--- src/rtl/clkctl_pkg.sv ---
package clkctl_pkg;
    localparam int DATA_W = 16;
    localparam int ADDR_W = 2;
    localparam int DIV_W  = 5;
    localparam int LPM_W  = 2;
    localparam int LVL_W  = 4;

    // control register layout
    localparam int DIV_LSB    = 0;
    localparam int LPM_LSB    = DIV_LSB + DIV_W;
    localparam int CSEL_BIT   = LPM_LSB + LPM_W;
    localparam int CHKEN_BIT  = CSEL_BIT + 1;
    localparam int LOLEN_BIT  = CHKEN_BIT + 1;
    localparam int LOCKED_BIT = LOLEN_BIT + 1;
    localparam int DBG_BIT    = LOCKED_BIT + 1;

    // change-of-lock register layout
    localparam int LVL_LSB = 0;
    localparam int STS_BIT = 8;
    localparam int EN_BIT  = 9;

    // lock register layout
    localparam int LK_LPM_BIT = 0;
    localparam int LK_DIV_BIT = 1;

    localparam logic [ADDR_W-1:0] A_CTRL = 2'd0;
    localparam logic [ADDR_W-1:0] A_COLI = 2'd1;
    localparam logic [ADDR_W-1:0] A_LOCK = 2'd2;

    typedef enum logic [1:0] {
        L_UNLOCKED = 2'd0,
        L_LOCKED   = 2'd1,
        L_DRAIN    = 2'd2
    } lock_st_e;

    typedef enum logic [1:0] {
        C_ARMED = 2'd0,
        C_RST   = 2'd1,
        C_DBG   = 2'd2,
        C_WAIT  = 2'd3
    } chk_st_e;
endpackage

--- src/rtl/clkctl_sync.sv ---
module clkctl_sync #(
    parameter int STAGES = 2,
    parameter int W      = 1
) (
    input  logic         clk,
    input  logic         rst_n,
    input  logic [W-1:0] d,
    output logic [W-1:0] q
);
    logic [W-1:0] stg [STAGES];

    for (genvar i = 0; i < STAGES; i++) begin : g_stage
        if (i == 0) begin : g_first
            always_ff @(posedge clk or negedge rst_n) begin
                if (!rst_n) stg[0] <= '0;
                else        stg[0] <= d;
            end
        end else begin : g_next
            always_ff @(posedge clk or negedge rst_n) begin
                if (!rst_n) stg[i] <= '0;
                else        stg[i] <= stg[i-1];
            end
        end
    end

    assign q = stg[STAGES-1];
endmodule

--- src/rtl/clkctl_lock_fsm.sv ---
module clkctl_lock_fsm
    import clkctl_pkg::*;
(
    input  logic clk,
    input  logic rst_n,
    input  logic lock_s_i,
    input  logic div_change_i,
    input  logic lol_en_i,
    output logic locked_o,
    output logic lock_evt_o,
    output logic lol_pulse_o
);
    lock_st_e state_q, state_d;

    always_ff @(posedge clk or negedge rst_n) begin
        if (!rst_n) state_q <= L_UNLOCKED;
        else        state_q <= state_d;
    end

    always_comb begin
        state_d = state_q;
        unique case (state_q)
            L_UNLOCKED: begin
                if (div_change_i)  state_d = lock_s_i ? L_DRAIN : L_UNLOCKED;
                else if (lock_s_i) state_d = L_LOCKED;
            end
            L_LOCKED: begin
                if (div_change_i)   state_d = L_DRAIN;
                else if (!lock_s_i) state_d = L_UNLOCKED;
            end
            L_DRAIN: begin
                if (!lock_s_i) state_d = L_UNLOCKED;
            end
            default: state_d = L_UNLOCKED;
        endcase
    end

    always_ff @(posedge clk or negedge rst_n) begin
        if (!rst_n) lol_pulse_o <= 1'b0;
        else        lol_pulse_o <= lol_en_i && (state_q == L_LOCKED) && (state_d != L_LOCKED);
    end

    always_comb begin
        locked_o   = (state_q == L_LOCKED);
        lock_evt_o = (state_q == L_LOCKED) != (state_d == L_LOCKED);
    end

    // a pre-divider change removes the reported lock on the next cycle
    p_div_unlock_r5: assert property (@(posedge clk) disable iff (!rst_n)
        div_change_i |=> !locked_o);

    // leaving lock with the enable set raises the reset pulse
    p_lol_rst_r9: assert property (@(posedge clk) disable iff (!rst_n)
        ($past(locked_o) && !locked_o && $past(lol_en_i)) |-> lol_pulse_o);
endmodule

--- src/rtl/clkctl_chk_fsm.sv ---
module clkctl_chk_fsm
    import clkctl_pkg::*;
(
    input  logic clk,
    input  logic rst_n,
    input  logic chk_s_i,
    input  logic dbg_mode_i,
    input  logic chk_en_i,
    output logic rst_pulse_o,
    output logic dbg_pulse_o
);
    chk_st_e state_q, state_d;

    always_ff @(posedge clk or negedge rst_n) begin
        if (!rst_n) state_q <= C_ARMED;
        else        state_q <= state_d;
    end

    always_comb begin
        state_d = state_q;
        unique case (state_q)
            C_ARMED: begin
                if (chk_s_i) begin
                    if (dbg_mode_i)    state_d = C_DBG;
                    else if (chk_en_i) state_d = C_RST;
                    else               state_d = C_WAIT;
                end
            end
            C_RST, C_DBG, C_WAIT: begin
                state_d = chk_s_i ? C_WAIT : C_ARMED;
            end
            default: state_d = C_ARMED;
        endcase
    end

    always_comb begin
        rst_pulse_o = (state_q == C_RST);
        dbg_pulse_o = (state_q == C_DBG);
    end

    // with debug strapped, checkstop never requests a reset
    p_dbg_no_rst_r7: assert property (@(posedge clk) disable iff (!rst_n)
        dbg_mode_i |-> !rst_pulse_o);

    // the checkstop reset request lasts a single cycle
    p_chk_pulse_r8: assert property (@(posedge clk) disable iff (!rst_n)
        rst_pulse_o |=> !rst_pulse_o);

    // the debug request lasts a single cycle
    p_dbg_pulse_r7: assert property (@(posedge clk) disable iff (!rst_n)
        dbg_pulse_o |=> !dbg_pulse_o);
endmodule

--- src/rtl/clkctl_coli.sv ---
module clkctl_coli
    import clkctl_pkg::*;
(
    input  logic              clk,
    input  logic              rst_n,
    input  logic              wr_i,
    input  logic [DATA_W-1:0] wdata_i,
    input  logic              evt_i,
    output logic [DATA_W-1:0] rd_o,
    output logic [LVL_W-1:0]  irq_o
);
    logic [LVL_W-1:0] lvl_q;
    logic             en_q;
    logic             sts_q;
    logic             clr;

    assign clr = wr_i && wdata_i[STS_BIT];

    always_ff @(posedge clk or negedge rst_n) begin
        if (!rst_n) begin
            lvl_q <= '0;
            en_q  <= 1'b0;
            sts_q <= 1'b0;
        end else begin
            if (wr_i) begin
                lvl_q <= wdata_i[LVL_LSB +: LVL_W];
                en_q  <= wdata_i[EN_BIT];
            end
            sts_q <= evt_i || (sts_q && !clr);
        end
    end

    always_comb begin
        rd_o                      = '0;
        rd_o[LVL_LSB +: LVL_W]    = lvl_q;
        rd_o[STS_BIT]             = sts_q;
        rd_o[EN_BIT]              = en_q;
        irq_o                     = (sts_q && en_q) ? lvl_q : '0;
    end

    logic unused_wbits;
    assign unused_wbits = ^{wdata_i[DATA_W-1:EN_BIT+1], wdata_i[STS_BIT-1:LVL_LSB+LVL_W]};

    // a lock change sets the status even against a clearing write
    p_evt_set_r11: assert property (@(posedge clk) disable iff (!rst_n)
        evt_i |=> sts_q);

    // without a lock change, writing 0 to the status keeps it
    p_w0_keep_r11: assert property (@(posedge clk) disable iff (!rst_n)
        (sts_q && !clr) |=> sts_q);
endmodule

--- src/rtl/clkctl_regs.sv ---
module clkctl_regs
    import clkctl_pkg::*;
#(
    parameter int SYNC_STAGES = 2
) (
    input  logic              clk,
    input  logic              rst_n,
    input  logic              soft_rst_n,
    input  logic              dbg_cfg_i,
    input  logic              checkstop_i,
    input  logic              pll_lock_i,
    input  logic              bus_en_i,
    input  logic              bus_we_i,
    input  logic [ADDR_W-1:0] bus_addr_i,
    input  logic [DATA_W-1:0] bus_wdata_i,
    output logic [DATA_W-1:0] bus_rdata_o,
    output logic              clk_sel_o,
    output logic [LPM_W-1:0]  lpm_o,
    output logic [DIV_W-1:0]  prediv_o,
    output logic              pll_locked_o,
    output logic              hreset_req_o,
    output logic              dbg_req_o,
    output logic [LVL_W-1:0]  irq_level_o
);
    logic chk_s, lock_s;
    logic wr_ctrl, wr_coli, wr_lock, rd_en;

    logic [DIV_W-1:0] div_q;
    logic [LPM_W-1:0] lpm_q;
    logic             csel_q;
    logic             chk_en_q, chk_wr_q;
    logic             lol_en_q;
    logic             lk_lpm_q, lk_div_q;
    logic             cap_q, dbg_q;
    logic             div_change;

    logic             locked, lock_evt, lol_pulse;
    logic             chk_rst, chk_dbg;
    logic [DATA_W-1:0] coli_rd;

    clkctl_sync #(.STAGES(SYNC_STAGES), .W(2)) u_sync (
        .clk   (clk),
        .rst_n (rst_n),
        .d     ({checkstop_i, pll_lock_i}),
        .q     ({chk_s, lock_s})
    );

    always_comb begin
        wr_ctrl = bus_en_i && bus_we_i && (bus_addr_i == A_CTRL);
        wr_coli = bus_en_i && bus_we_i && (bus_addr_i == A_COLI);
        wr_lock = bus_en_i && bus_we_i && (bus_addr_i == A_LOCK);
        rd_en   = bus_en_i && !bus_we_i;
        div_change = wr_ctrl && !lk_div_q
                     && (bus_wdata_i[DIV_LSB +: DIV_W] != div_q);
    end

    always_ff @(posedge clk or negedge rst_n) begin
        if (!rst_n) begin
            div_q    <= '0;
            lpm_q    <= '0;
            csel_q   <= 1'b0;
            lol_en_q <= 1'b0;
            chk_en_q <= 1'b0;
            chk_wr_q <= 1'b0;
            lk_lpm_q <= 1'b0;
            lk_div_q <= 1'b0;
            cap_q    <= 1'b0;
            dbg_q    <= 1'b0;
        end else begin
            if (wr_ctrl) begin
                if (!lk_lpm_q) begin
                    lpm_q  <= bus_wdata_i[LPM_LSB +: LPM_W];
                    csel_q <= bus_wdata_i[CSEL_BIT];
                end
                if (!lk_div_q) div_q <= bus_wdata_i[DIV_LSB +: DIV_W];
                lol_en_q <= bus_wdata_i[LOLEN_BIT];
            end
            if (!soft_rst_n) begin
                chk_en_q <= 1'b0;
                chk_wr_q <= 1'b0;
            end else if (wr_ctrl && !chk_wr_q) begin
                chk_en_q <= bus_wdata_i[CHKEN_BIT];
                chk_wr_q <= 1'b1;
            end
            if (wr_lock) begin
                lk_lpm_q <= lk_lpm_q | bus_wdata_i[LK_LPM_BIT];
                lk_div_q <= lk_div_q | bus_wdata_i[LK_DIV_BIT];
            end
            if (!cap_q) begin
                cap_q <= 1'b1;
                dbg_q <= dbg_cfg_i;
            end
        end
    end

    clkctl_lock_fsm u_lock (
        .clk          (clk),
        .rst_n        (rst_n),
        .lock_s_i     (lock_s),
        .div_change_i (div_change),
        .lol_en_i     (lol_en_q),
        .locked_o     (locked),
        .lock_evt_o   (lock_evt),
        .lol_pulse_o  (lol_pulse)
    );

    clkctl_chk_fsm u_chk (
        .clk         (clk),
        .rst_n       (rst_n),
        .chk_s_i     (chk_s),
        .dbg_mode_i  (dbg_q),
        .chk_en_i    (chk_en_q),
        .rst_pulse_o (chk_rst),
        .dbg_pulse_o (chk_dbg)
    );

    clkctl_coli u_coli (
        .clk     (clk),
        .rst_n   (rst_n),
        .wr_i    (wr_coli),
        .wdata_i (bus_wdata_i),
        .evt_i   (lock_evt),
        .rd_o    (coli_rd),
        .irq_o   (irq_level_o)
    );

    always_comb begin
        bus_rdata_o = '0;
        if (rd_en) begin
            unique case (bus_addr_i)
                A_CTRL: begin
                    bus_rdata_o[DIV_LSB +: DIV_W] = div_q;
                    bus_rdata_o[LPM_LSB +: LPM_W] = lpm_q;
                    bus_rdata_o[CSEL_BIT]         = csel_q;
                    bus_rdata_o[CHKEN_BIT]        = chk_en_q;
                    bus_rdata_o[LOLEN_BIT]        = lol_en_q;
                    bus_rdata_o[LOCKED_BIT]       = locked;
                    bus_rdata_o[DBG_BIT]          = dbg_q;
                end
                A_COLI: bus_rdata_o = coli_rd;
                A_LOCK: begin
                    bus_rdata_o[LK_LPM_BIT] = lk_lpm_q;
                    bus_rdata_o[LK_DIV_BIT] = lk_div_q;
                end
                default: bus_rdata_o = '0;
            endcase
        end
    end

    always_comb begin
        clk_sel_o    = csel_q;
        lpm_o        = lpm_q;
        prediv_o     = div_q;
        pll_locked_o = locked;
        hreset_req_o = chk_rst || lol_pulse;
        dbg_req_o    = chk_dbg;
    end

    // mode and clock-source select are frozen under their lock
    p_lpm_lock_r3: assert property (@(posedge clk) disable iff (!rst_n)
        lk_lpm_q |=> ($stable(lpm_o) && $stable(clk_sel_o)));

    // a lock bit never clears without hard reset
    p_lock_sticky_r3: assert property (@(posedge clk) disable iff (!rst_n)
        (lk_lpm_q && lk_div_q) |=> (lk_lpm_q && lk_div_q));

    // pre-divider frozen under its lock
    p_div_lock_r4: assert property (@(posedge clk) disable iff (!rst_n)
        lk_div_q |=> $stable(prediv_o));

    // once written, the checkstop enable holds until a soft reset
    p_chk_once_r6: assert property (@(posedge clk) disable iff (!rst_n)
        (chk_wr_q && soft_rst_n) |=> $stable(chk_en_q));

    // no read strobe, no read data
    p_rd_idle_r12: assert property (@(posedge clk) disable iff (!rst_n)
        !rd_en |-> (bus_rdata_o == '0));
endmodule

--- config.mk ---
export PLATFORM = sky130hd
export DESIGN_NAME = clkctl_regs
export DESIGN_NICKNAME = d
export VERILOG_FILES = /design/src/rtl/clkctl_pkg.sv /design/src/rtl/clkctl_sync.sv /design/src/rtl/clkctl_lock_fsm.sv /design/src/rtl/clkctl_chk_fsm.sv /design/src/rtl/clkctl_coli.sv /design/src/rtl/clkctl_regs.sv
export SDC_FILE = /design/constraint.sdc
export NUM_CORES = 1
export LEC_CHECK = 0
export BUFFER_PORTS_ARGS = -buffer_cell sky130_fd_sc_hd__buf_2
export CAP_MARGIN = 25
export CORE_MARGIN = 4
export CORE_UTILIZATION = 50
export CTS_BUF_LIST = sky130_fd_sc_hd__clkbuf_4
export DETAILED_ROUTE_END_ITERATION = 8
export GPL_ROUTABILITY_DRIVEN = 1
export PLACE_DENSITY_LB_ADDON = 0.05
export SYNTH_ARGS = -nofsm -noshare
export SYNTH_HDL_FRONTEND = slang
export SYNTH_SLANG_ARGS = --single-unit
export TNS_END_PERCENT = 10
--- constraint.sdc ---
create_clock -name clk -period 1.4 [get_ports clk]
set_input_delay 0.07 -clock clk [delete_from_list [all_inputs] [get_ports clk]]
set_output_delay 0.07 -clock clk [all_outputs]
set_load 0.005 [all_outputs]
==> results.json <==
{
  "status": "finished, final reports clean",
  "diodes": 0,
  "worstMarginPinSlew_ns": 0.658,
  "power_frac_seq": 0.442,
  "combPwrFrac": 0.225,
  "r2r_cells": 4,
  "layout_common_cells": "buf_2 (46), dfrtp_1 (30), mux2_2 (13)",
  "wl_per_cell_um": 14.6,
  "stdcell_area_um2": 1920,
  "clk_latency_ns": 0.33,
  "synth_area_um2": 1460,
  "maxCapViolations": 0,
  "slowest_stage": "dfrtp_1",
  "p_leak_nw": 0.967,
  "period_needed_ns": 1.31,
  "async_reset_ff_frac": 1.00,
  "num_vias": 1154,
  "cp_common_cell": "nor2_1",
  "grt_max_degree": 31,
  "grt_pass1_vias": 1150,
  "synth_ff_type": "dfrtp_1",
  "switching_power_mw": 0.706,
  "clkTransAtPathRegs_ns": 0.09,
  "initial_core_util": 0.524,
  "max_stage_delay_ns": 0.40,
  "dieArea_um2": 3840,
  "min_from": "bus_wdata_i[3]",
  "rows": 19,
  "crit_path_end_kind": "primary output",
  "cts_tree": "yes",
  "antenna_found_initial": 0,
  "root_buffer": "clkbuf_4",
  "ys_ff_latch": 30,
  "rrSetupSlack_ns": 0.11,
  "rsz0062_at_grt": "true",
  "clockPowerShare": 0.333,
  "ioPinCount": 57,
  "n_fill_cell": 229,
  "antenna_left": 0,
  "worst_slack_ns": 0.0853,
  "hold_path_depth": 2,
  "drive_gt1_frac": 0.395,
  "swShare": 0.270,
  "synth_edf_count": 0,
  "gp_congestion": 0.769,
  "die_y_um": 62.0,
  "fmax_ghz": 0.761,
  "slew_viol_final": 0,
  "setup_viol": 0,
  "worstSetupPathType": "flop to primary output",
  "dp_cells": 201,
  "postLayoutCoreUtil": 0.691,
  "clock-sinks": 30,
  "hp-class": "input pin to flop",
  "core_um2": 2780,
  "finalHoldViolations": 0,
  "whs_endpoint": "prediv_o[3]$_DFFE_PN0P_",
  "critPathRequiredTime_ns": 1.33,
  "cts_max_path_buffers": 2,
  "p_int_mw": 1.91,
  "crit_arrival_ns": 1.24,
  "clock_skew_ns": 0.00862,
  "final_cell_count_no_fill": 221,
  "post-place-ws_ns": 0.118,
  "worst_setup_path_start_kind": "flop",
  "grtUsageTotal": 0.185,
  "cts_max_level": 2,
  "power.density_nw_per_um2": 1360,
  "finalNetCount": 215,
  "layout_commonest_cell": "buf_2",
  "synth_seq_area_share": 0.515,
  "ys_warn_count": 0,
  "critical_path.max_fanout": 3,
  "worstReg2RegEnd": "u_coli.sts_q$_DFF_PN0_",
  "grt_pass1_wl_mm": 4.95,
  "syn_inst": 126,
  "dpl.hpwl_mm": 2.29,
  "cts_made_buffers": 5,
  "wirelength_mm": 3.22,
  "power.total_mw": 2.61,
  "vias_per_cell": 5.22,
  "rr_startpoint": "prediv_o[4]$_DFFE_PN0P_",
  "peakVddDrop_mv": 1.22,
  "relSlewSlack": 0.562,
  "dpl_cell_area_um2": 1700,
  "die_w_um": 62.0,
  "grt_overflow": 0,
  "fin_crit_sh": 0.939,
  "dr.first_iter.drc_count": 23,
  "worstPathCellList": "mux2i_1 > nor2_1 > a21oi_1 > nor2_1 > buf_2",
  "syn_area_per_cell_um2": 11.6,
  "ys_types": 34,
  "drc": 0,
  "drt_pass1_iterations": 4,
  "portBuffers": 46,
  "syn_to_final_growth_pct": 31.8
}
## worst max-delay path, delay by kind of cell, from the launching register on
family                 cells  cell delay, ns
AO/OA/AOI/OAI              1            0.11
buffers and inverters      1            0.12
flip-flops                 1            0.40
multiplexers               1            0.18
AND/OR/NAND/NOR            2            0.11
## cell usage after synthesis, types with 2 or more instances
| cell | number | area (µm²) |
|---|---|---|
| conb_1 | 2 | 7.51 |
| mux2_1 | 2 | 22.5 |
| buf_4 | 5 | 37.5 |
| nor2_4 | 2 | 22.5 |
| a41o_1 | 2 | 20.0 |
| o21ai_0 | 2 | 10.0 |
| a21oi_1 | 6 | 30.0 |
| mux2i_1 | 6 | 60.1 |
| nor3_1 | 2 | 10.0 |
| nand2_1 | 3 | 11.3 |
| nand3_1 | 2 | 10.0 |
| inv_1 | 8 | 30.0 |
| and3_1 | 5 | 31.3 |
| xnor2_1 | 5 | 43.8 |
| mux2_2 | 13 | 146 |
| or3_1 | 2 | 12.5 |
| and2_1 | 4 | 25.0 |
| nor2_1 | 10 | 37.5 |
| dfrtp_1 | 30 | 751 |
## sequential cells by signal, indices dropped and copies added, names as in the netlist
register            flops
prediv_o                5
u_coli.lvl_q            4
lpm_o                   2
u_chk.state_q           2
u_lock.state_q          2
u_sync.q                2
u_sync.stg              2
cap_q                   1
chk_en_q                1
chk_wr_q                1
clk_sel_o               1
dbg_q                   1
lk_div_q                1
lk_lpm_q                1
lol_en_q                1
u_coli.en_q             1
u_coli.sts_q            1
u_lock.lol_pulse_o      1
## worst max path at each step
stage	start	to	slack, ns	cells after the start
2_1_floorplan	prediv_o[1]$_DFFE_PN0P_	u_coli.sts_q$_DFF_PN0_	0.24	4
3_3_place_gp	prediv_o[0]$_DFFE_PN0P_	u_coli.sts_q$_DFF_PN0_	0.16	4
3_5_place_dp	prediv_o[4]$_DFFE_PN0P_	u_coli.sts_q$_DFF_PN0_	0.12	4
4_1_cts	prediv_o[0]$_DFFE_PN0P_	bus_rdata_o[0]	0.07	5
5_1_grt	u_coli.lvl_q[0]$_DFFE_PN0P_	bus_rdata_o[0]	-0.04	5
6_report	u_coli.lvl_q[0]$_DFFE_PN0P_	bus_rdata_o[0]	0.09	5
## layout make-up
class / count / area (µm²) / area share
well taps: 31 / 38.8 / 0.0202
clock inverters: 3 / 63.8 / 0.0332
flip-flops and latches: 30 / 751 / 0.391
repair buffers: 59 / 355 / 0.185
multi-input cells: 85 / 644 / 0.336
inverters: 8 / 30.0 / 0.0156
clock buffers: 5 / 37.5 / 0.0195
## routing by layer
metal / track usage / part of all wire / up-vias / wire, µm
li1: - / - / 554 / -
met1: 0.215 / 0.44 / 546 / 1400
met2: 0.315 / 0.48 / 48 / 1550
met3: 0.0475 / 0.071 / 6 / 230
met4: 0.0909 / 0.012 / 0 / 38
met5: 0 / 0 / - / 0
## kinds of logic after synthesis
kind of cell | share of synthesized area
AOI/OAI and AO/OA | 0.0781
muxes | 0.157
other | 0.00515
xor gates and xnor gates | 0.0300
and+or+nand+nor | 0.161
DFF | 0.515
buffers and inverters | 0.0541
## timing repair
action | 4_1_cts | 5_1_grt
setup buffers | 0 | 1
hold buffers | 11 | 0
resized for setup | 0 | 1
endpoints found under the hold margin | 42 | 0
setup endpoints to repair | 0 | 3
## power by group through the flow
stage	registers, mW	clock network (mW)	logic [mW]
global route	1.18	0.923	0.664
global placement	1.16	0	0.539
floorplan	1.16	0	0.322
finish	1.15	0.870	0.589
detailed placement	1.17	0	0.552
CTS	1.16	0.873	0.578
## through the flow
stage               hold slack [ns]  setup TNS (ns)
finish                      0.00596               0
global route                0.00750         -0.0422
CTS                         0.00738               0
detailed placement            0.150               0
global placement              0.132               0
floorplan                    -0.226               0
Note: power is estimated with default switching activity, not from simulation.
